==> config.mk <==
export PLATFORM = sky130hd
export DESIGN_NAME = bus_cmd_decoder
export DESIGN_NICKNAME = d
export VERILOG_FILES = /design/src/rtl/bus_cmd_decoder.sv
export SDC_FILE = /design/constraint.sdc
export NUM_CORES = 1
export LEC_CHECK = 0
export BUFFER_PORTS_ARGS = -buffer_cell sky130_fd_sc_hd__buf_2
export CAP_MARGIN = 20
export CORE_AREA = 2 2 39 41
export CTS_CLUSTER_SIZE = 12
export DETAILED_ROUTE_END_ITERATION = 16
export DIE_AREA = 0 0 41 43
export SYNTH_ARGS = -nofsm -noshare
export SYNTH_HDL_FRONTEND = slang
export SYNTH_SLANG_ARGS = --single-unit
==> constraint.sdc <==
create_clock -name clk -period 2.3 [get_ports clk]
set_input_delay 0.23 -clock clk [delete_from_list [all_inputs] [get_ports clk]]
set_output_delay 0.23 -clock clk [all_outputs]
set_load 0.05 [all_outputs]
==> src/rtl/bus_cmd_decoder.sv <==
module bus_cmd_decoder (
  input  logic       clk,
  input  logic       rst_n,
  input  logic [2:0] stat,
  input  logic       rdy,
  output logic       ale,
  output logic       dir_tx,
  output logic       den,
  output logic       mem_rd_n,
  output logic       mem_wr_n,
  output logic       mem_awr_n,
  output logic       io_rd_n,
  output logic       io_wr_n,
  output logic       io_awr_n,
  output logic       ack_n
);

  localparam logic [2:0] C_ACK  = 3'b000;
  localparam logic [2:0] C_IORD = 3'b001;
  localparam logic [2:0] C_IOWR = 3'b010;
  localparam logic [2:0] C_HALT = 3'b011;
  localparam logic [2:0] C_FTCH = 3'b100;
  localparam logic [2:0] C_MRD  = 3'b101;
  localparam logic [2:0] C_MWR  = 3'b110;
  localparam logic [2:0] C_IDLE = 3'b111;

  typedef enum logic [2:0] {P_IDLE, P_T1, P_T2, P_T3, P_TW, P_T4} phase_t;

  phase_t     phase, phase_nx;
  logic [2:0] code, prev_stat;
  logic       start;

  assign start = (phase == P_IDLE || phase == P_T4) &&
                 stat != C_IDLE && prev_stat == C_IDLE;

  always_comb begin
    phase_nx = phase;
    case (phase)
      P_IDLE:  if (start) phase_nx = P_T1;
      P_T1:    phase_nx = P_T2;
      P_T2:    phase_nx = P_T3;
      P_T3:    phase_nx = rdy ? P_T4 : P_TW;
      P_TW:    phase_nx = rdy ? P_T4 : P_TW;
      P_T4:    phase_nx = start ? P_T1 : P_IDLE;
      default: phase_nx = P_IDLE;
    endcase
  end

  always_ff @(posedge clk or negedge rst_n) begin
    if (!rst_n) begin
      phase     <= P_IDLE;
      code      <= C_IDLE;
      prev_stat <= C_IDLE;
    end else begin
      phase     <= phase_nx;
      prev_stat <= stat;
      if (start) code <= stat;
    end
  end

  logic in_cyc, data_ph, late_ph;
  logic is_ack, is_iord, is_iowr, is_halt, is_mrd, is_mwr;

  assign in_cyc  = phase != P_IDLE;
  assign data_ph = phase == P_T2 || phase == P_T3 || phase == P_TW || phase == P_T4;
  assign late_ph = phase == P_T3 || phase == P_TW || phase == P_T4;

  assign is_ack  = code == C_ACK;
  assign is_iord = code == C_IORD;
  assign is_iowr = code == C_IOWR;
  assign is_halt = code == C_HALT;
  assign is_mrd  = code == C_FTCH || code == C_MRD;
  assign is_mwr  = code == C_MWR;

  assign ale       = phase == P_T1;
  assign dir_tx    = in_cyc && (is_iowr || is_mwr);
  assign den       = data_ph && !is_halt;
  assign mem_rd_n  = !(data_ph && is_mrd);
  assign io_rd_n   = !(data_ph && is_iord);
  assign ack_n     = !(data_ph && is_ack);
  assign mem_awr_n = !(data_ph && is_mwr);
  assign io_awr_n  = !(data_ph && is_iowr);
  assign mem_wr_n  = !(late_ph && is_mwr);
  assign io_wr_n   = !(late_ph && is_iowr);

endmodule

==> results.toml, run 1 <==
[sta]
skew_ns = 0.000610
setup_viol = 0
hold_viol_final = 0
slew_headroom_pct = 75.2
min_period_ns = 1.82
fin_crit_sh_pct = 79.1
rsz0062_at_grt = "no"
final.setup.tns_ns = 0
drv_slew = 0
max_freq_mhz = 550
tightest_slew_ns = 0.371

[power]
p_leak_nw = 0.258
power_density_mw_per_mm2 = 1580
ir_drop_mv = 0.923

[clock_tree]
cts_buffer_depth = 2
ctsRootBufferMaster = "clkbuf_4"
cts_tree = "done"
numCtsBuffers = 3
path_clk_slew_ns = 0.06
clk_latency_ns = 0.26
numClockSinks = 9
h-tree-depth = 1
cts-resized-gates = 0

[final_layout]
layout.cells.non_filler = 81
num_antenna_cells = 0
syn2layout_area_growth_pct = 21.2
final_nets = 72
multiInputGateArea_um2 = 246
drive_gt1_share_pct = 49.2
fill_cells = 130
final_cell_mix = "buf_2, dfstp_2"
final_common_cell = "buf_2"
seqCellArea_um2 = 233

[drt]
first_pass_iters = 2
antenna_left = 0
wire_per_inst_um = 10.9
first_iter_violations = 5
vias = 390
routed_via_density = 4.81
drt-total-wl_um = 882
remaining_drc_errors = 0

[die]
num_io_pins = 16
start_util_pct = 37.2
rows = 14
fp.dieArea_mm2 = 0.00176
dieHeight_um = 43
dieWidth_um = 41
coreArea_mm2 = 0.00138

[global_route]
track_usage_pct = 12.6
grt_pass1_vias = 368
grt_first_pass_wirelength_um = 1490
grt_overflow_total = 0
antenna_found_initial = 0
grt_start_max_net_pins = 11

[critical_path]
critPathKind = "reg2out"
worstPathMaxFanout = 9
r2r_slack_ns = 0.88
r2r_cells = 3
crit_required_ns = 2.07
crit_arrival_ns = 1.59
r2r-end = "code[0]"
r2r_start = "phase[0]"
endpoint_kind = "output port"
start_kind = "flop"

[place]
place_inst = 76
globalplace.congestion = 0.668
place_hpwl_um = 688
portBuffers = 15

[worst_hold_path]
hold_class = "in2reg"
hold_path_end = "prev_stat[2]"
hold_depth = 1
min_from = "stat[2]"

[yosys]
yosys.area.top_type_share_pct = 30.7
syn-cell-area_um2 = 514
netlist_top_cells_area = "dfstp_2, dfrtp_1, mux2_2, nand3b_1, nor4_4"
ys_seq_area_share_pct = 45.3
syn_area_per_cell_um2 = 10.7
synth-seq-cells = 9
syn_inst = 48
synth_fp_nets = 54
yosysUniqueCellTypes = 25
yosysTopAreaCell = "dfstp_2"
yosys_warnings = 0

[outcome]
outcome = "complete, no violations"

[job]
drv_cap = 0
metrics by stage:
stage	utilization [%]	setup WS, ns	instance area, um2	total power [mW]	hold slack, ns
floorplan	-	0.385	514	0.790	-0.0656
global placement	42.3	0.782	586	0.868	0.0914
detailed placement	42.3	0.773	586	0.870	0.0893
CTS	45.0	0.471	623	0.997	0.0725
global route	45.0	0.383	623	1.06	0.0667
finish	45.0	0.481	623	0.987	0.0838
logic make-up (layout without fill, tap and decap cells):
logic type / Yosys count / after routing / synth area share (%)
and+or+nand+nor: 22 / 22 / 28.0
AOI/OAI and AO/OA: 5 / 5 / 6.81
muxes: 3 / 3 / 6.57
buffers and inverters: 6 / 23 / 6.81
DFF: 9 / 9 / 45.3
xor gates and xnor gates: 3 / 3 / 6.57
critical path, stage by stage, from the launching register on:
cell and delay (ns):
dfrtp_1 0.51, xnor2_1 0.38, nor3_1 0.11, nand2b_1 0.09
buf_2 0.25
flip-flops by register name (all words and copies together) (netlist names):
register / cells
code: 3
prev_stat: 3
phase: 3
synthesized netlist by cell type:
cell type / number
dfstp_2: 6
dfrtp_1: 3
inv_1: 3
mux2_2: 3
nand2_1: 3
nand3_1: 3
nand3b_1: 3
a211oi_1: 2
nand2b_1: 2
nor2_1: 2
nor3_1: 2
or3_1: 2
xnor2_1: 2
a31oi_1: 1
and3_4: 1
buf_2: 1
buf_4: 1
buf_6: 1
nor2b_1: 1
nor3b_1: 1
nor4_4: 1
o21ai_0: 1
o31a_1: 1
or2_2: 1
xor2_2: 1
report_power, final:
group	leakage [nW]	internal, mW	switching, mW
Clock	0.0177	0.0640	0.0546
Sequential	0.101	0.234	0.103
Combinational	0.140	0.173	0.358
final cells by class:
type / instances / share of cell area, %
Clock buffer: 3 / 3.61
Clock inverter: 1 / 0.803
Inverter: 3 / 1.81
Multi-Input combinational cell: 33 / 39.6
Sequential cell: 9 / 37.3
Tap cell: 16 / 3.21
Timing Repair Buffer: 16 / 13.7
worst max path at each step:
stage,end,cells after the start,slack (ns),from
global route,ack_n,4,0.38,phase[1]
detailed placement,ack_n,4,0.77,phase[1]
global placement,dir_tx,3,0.78,code[1]
CTS,ack_n,4,0.47,phase[1]
floorplan,ale,2,0.38,phase[1]
finish,ack_n,4,0.48,phase[1]
metal layers:
layer | global-route usage [%] | share of wire (%) | vias to the layer above
met1 | 14.3 | 42 | 178
met4 | 2.00 | 0 | 0
met3 | 7.85 | 5.9 | 0
met2 | 19.7 | 52 | 11
met5 | 0 | 0 | -
li1 | - | - | 201
repair_timing:
| action | in CTS | in global routing |
|---|---|---|
| endpoints found under the hold margin | 3 | 0 |
| setup buffers | 0 | 0 |
| hold buffers | 1 | 0 |
| endpoints found under the setup margin | 0 | 0 |
Power figures use the tool's default switching activity.
==> run 2, diff against run 1 <==
--- a/config.mk
+++ b/config.mk
@@ -5,6 +5,7 @@
 export SDC_FILE = /design/constraint.sdc
 export NUM_CORES = 1
 export LEC_CHECK = 0
+export ABC_AREA = 1
 export BUFFER_PORTS_ARGS = -buffer_cell sky130_fd_sc_hd__buf_2
 export CAP_MARGIN = 20
 export CORE_AREA = 2 2 39 41
==> constraint.sdc (replaced) <==
create_clock -name clk -period 1.6 [get_ports clk]
set_input_delay 0.16 -clock clk [delete_from_list [all_inputs] [get_ports clk]]
set_output_delay 0.16 -clock clk [all_outputs]
set_load 0.05 [all_outputs]
==> run 2 against run 1 <==
  * Synthesized area decreased by 3.4%
  * Largest cell class unchanged
  * Die area unchanged
  * Routed wire length is 11% higher
  * Sequential share of layout area shrank 3.2 points
  * Utilization is 4.5 points higher
  * First-iteration DRC count up 80%
  * Critical path depth rose by 2
  * Final area up 10%
==> results.toml, run 2 <==
[yosys]
synth_most_common_cell = "nand2_1"
syn-cell-area_um2 = 497
synth-seq-cells = 9
yosysTopAreaCell = "dfstp_2"
syn_inst = 68
synth_common_cells = "nand2_1, nand3_1, nor2_1"
yosys.area.top_type_share_pct = 31.7
syn_area_per_cell_um2 = 7.30
yosysUniqueCellTypes = 16
synthArstFlopShare_pct = 100
synth_fp_nets = 74
ys_seq_area_share_pct = 46.9
synth_flop_cell = "dfstp_2"
netlist_top_cells_area = "dfstp_2, dfrtp_1, nand2_1, nand3_1, nor2_1"
yosys_warnings = 0
synth-edff-count = 0

[worst_hold_path]
hold_class = "in2reg"
hold_path_end = "prev_stat[1]"
min_from = "stat[1]"
hold_depth = 1

[drt]
first_pass_iters = 4
wire_per_inst_um = 9.36
routed_via_density = 4.68
vias = 491
first_iter_violations = 9
antenna_left = 0
remaining_drc_errors = 0
drt-total-wl_um = 983

[clock_tree]
numClockSinks = 9
numCtsBuffers = 3
cts_buffer_depth = 2
path_clk_slew_ns = 0.06
h-tree-depth = 1
ctsRootBufferMaster = "clkbuf_4"
cts_tree = "done"
clk_latency_ns = 0.26

[place]
globalplace.congestion = 0.690
place_inst = 99
place_hpwl_um = 766
portBuffers = 15
pre_cts_ws_ns = 0.233

[die]
dieWidth_um = 41
dieHeight_um = 43
coreArea_mm2 = 0.00138
start_util_pct = 35.9
num_io_pins = 16
fp.dieArea_mm2 = 0.00176
rows = 14

[sta]
rsz0062_at_grt = "yes"
drv_slew = 0
min_period_ns = 1.55
slew_headroom_pct = 82.0
setup_viol = 0
hold_viol_final = 0
skew_ns = 0.00350
max_freq_mhz = 646
fin_ws_ns = 0.0526
fin_crit_sh_pct = 96.7
tightest_slew_ns = 0.268

[global_route]
grt_overflow_total = 0
antenna_found_initial = 0
grt_pass1_vias = 427
grt_start_max_net_pins = 10
track_usage_pct = 13.6
grt_first_pass_wirelength_um = 1570

[final_layout]
top_regs = "code (3), phase (3), prev_stat (3)"
fill_cells = 134
num_antenna_cells = 0
syn2layout_area_growth_pct = 38.0
final_cell_mix = "nand2_1, nand3_1, nor2_1, buf_2, dfstp_2"
final_common_cell = "nand2_1"
layout.cells.non_filler = 105
final_nets = 96
drive_gt1_share_pct = 41.6

[critical_path]
crit_required_ns = 1.44
endpoint_kind = "output port"
start_kind = "flop"
r2r_cells = 7
r2r_start = "prev_stat[0]"
worstPathMaxFanout = 5
r2r-end = "code[1]"
critPathKind = "reg2out"
crit_arrival_ns = 1.39
r2r_slack_ns = 0.49

[job]
drv_cap = 0

[outcome]
outcome = "complete, no violations"
[run 2: changes by cell type after synthesis, moves of 3 or more]
cell,previous run,this run
nor2_1,2,8
inv_2,0,4
mux2_2,3,0
nand3_1,3,9
inv_1,3,6
nand2_1,3,19
nand3b_1,3,0
[run 2: worst max-delay path by stage]
stage,start,endpoint,slack [ns],cells past startpoint
after floorplan,code[1],dir_tx,0.18,2
after global placement,phase[0],io_rd_n,0.25,6
after detailed placement,phase[0],io_rd_n,0.23,6
after CTS,phase[0],io_rd_n,0.0005,6
after global routing,phase[1],io_rd_n,-0.04,5
final,phase[0],io_rd_n,0.05,6
[run 2: repair_timing]
| action | in CTS | in global routing |
|---|---|---|
| pin swaps | 0 | 3 |
| setup buffers | 0 | 1 |
| resized for setup | 5 | 10 |
| endpoints found under the setup margin | 5 | 8 |
| endpoints found under the hold margin | 9 | 0 |
| hold buffers | 1 | 0 |
[run 2: cell families after synthesis]
kind of cell	share of synthesized area, %
compound gates	6.30
simple gates	39.3
flops	46.9
buf+inv	7.56
[run 2: area by class of cell]
| class | instances | area [um2] | share of cell area [%] |
|---|---|---|---|
| clock buffer | 4 | 26.3 | 3.83 |
| inverter | 10 | 37.5 | 5.47 |
| multi-input combinational | 49 | 243 | 35.4 |
| sequential | 9 | 234 | 34.1 |
| tap | 16 | 20.0 | 2.92 |
| timing repair buffer | 17 | 125 | 18.2 |
[run 2: routing by layer]
layer | vias up | global-route usage, % | wire [um]
met5 | - | 0 | 0
met4 | 0 | 10.0 | 12
met2 | 13 | 20.0 | 478
met3 | 2 | 4.71 | 53
met1 | 218 | 15.4 | 439
li1 | 258 | - | -
[run 2: stage by stage]
step / setup TNS, ns / hold slack, ns / utilization [%] / instance area [um2]
floorplan: 0 / -0.136 / - / 500
global placement: 0 / 0.0230 / 43.0 / 596
detailed placement: 0 / 0.0236 / 43.0 / 596
CTS: 0 / 0.0139 / 46.6 / 644
global route: -0.0732 / 0.00452 / 49.5 / 686
finish: 0 / 0.0223 / 49.5 / 686
[run 2: worst max-delay path, stage by stage, from the launching register on]
cell,delay [ns]
dfrtp_1,0.42
inv_2,0.10
nor2_4,0.05
o21bai_4,0.17
nand2_2,0.10
nand4_1,0.11
buf_6,0.16
Power of run 2 is left out: the tool's default activity adds up to more than one toggle a clock period on the data nets, which glitch-free logic cannot reach.
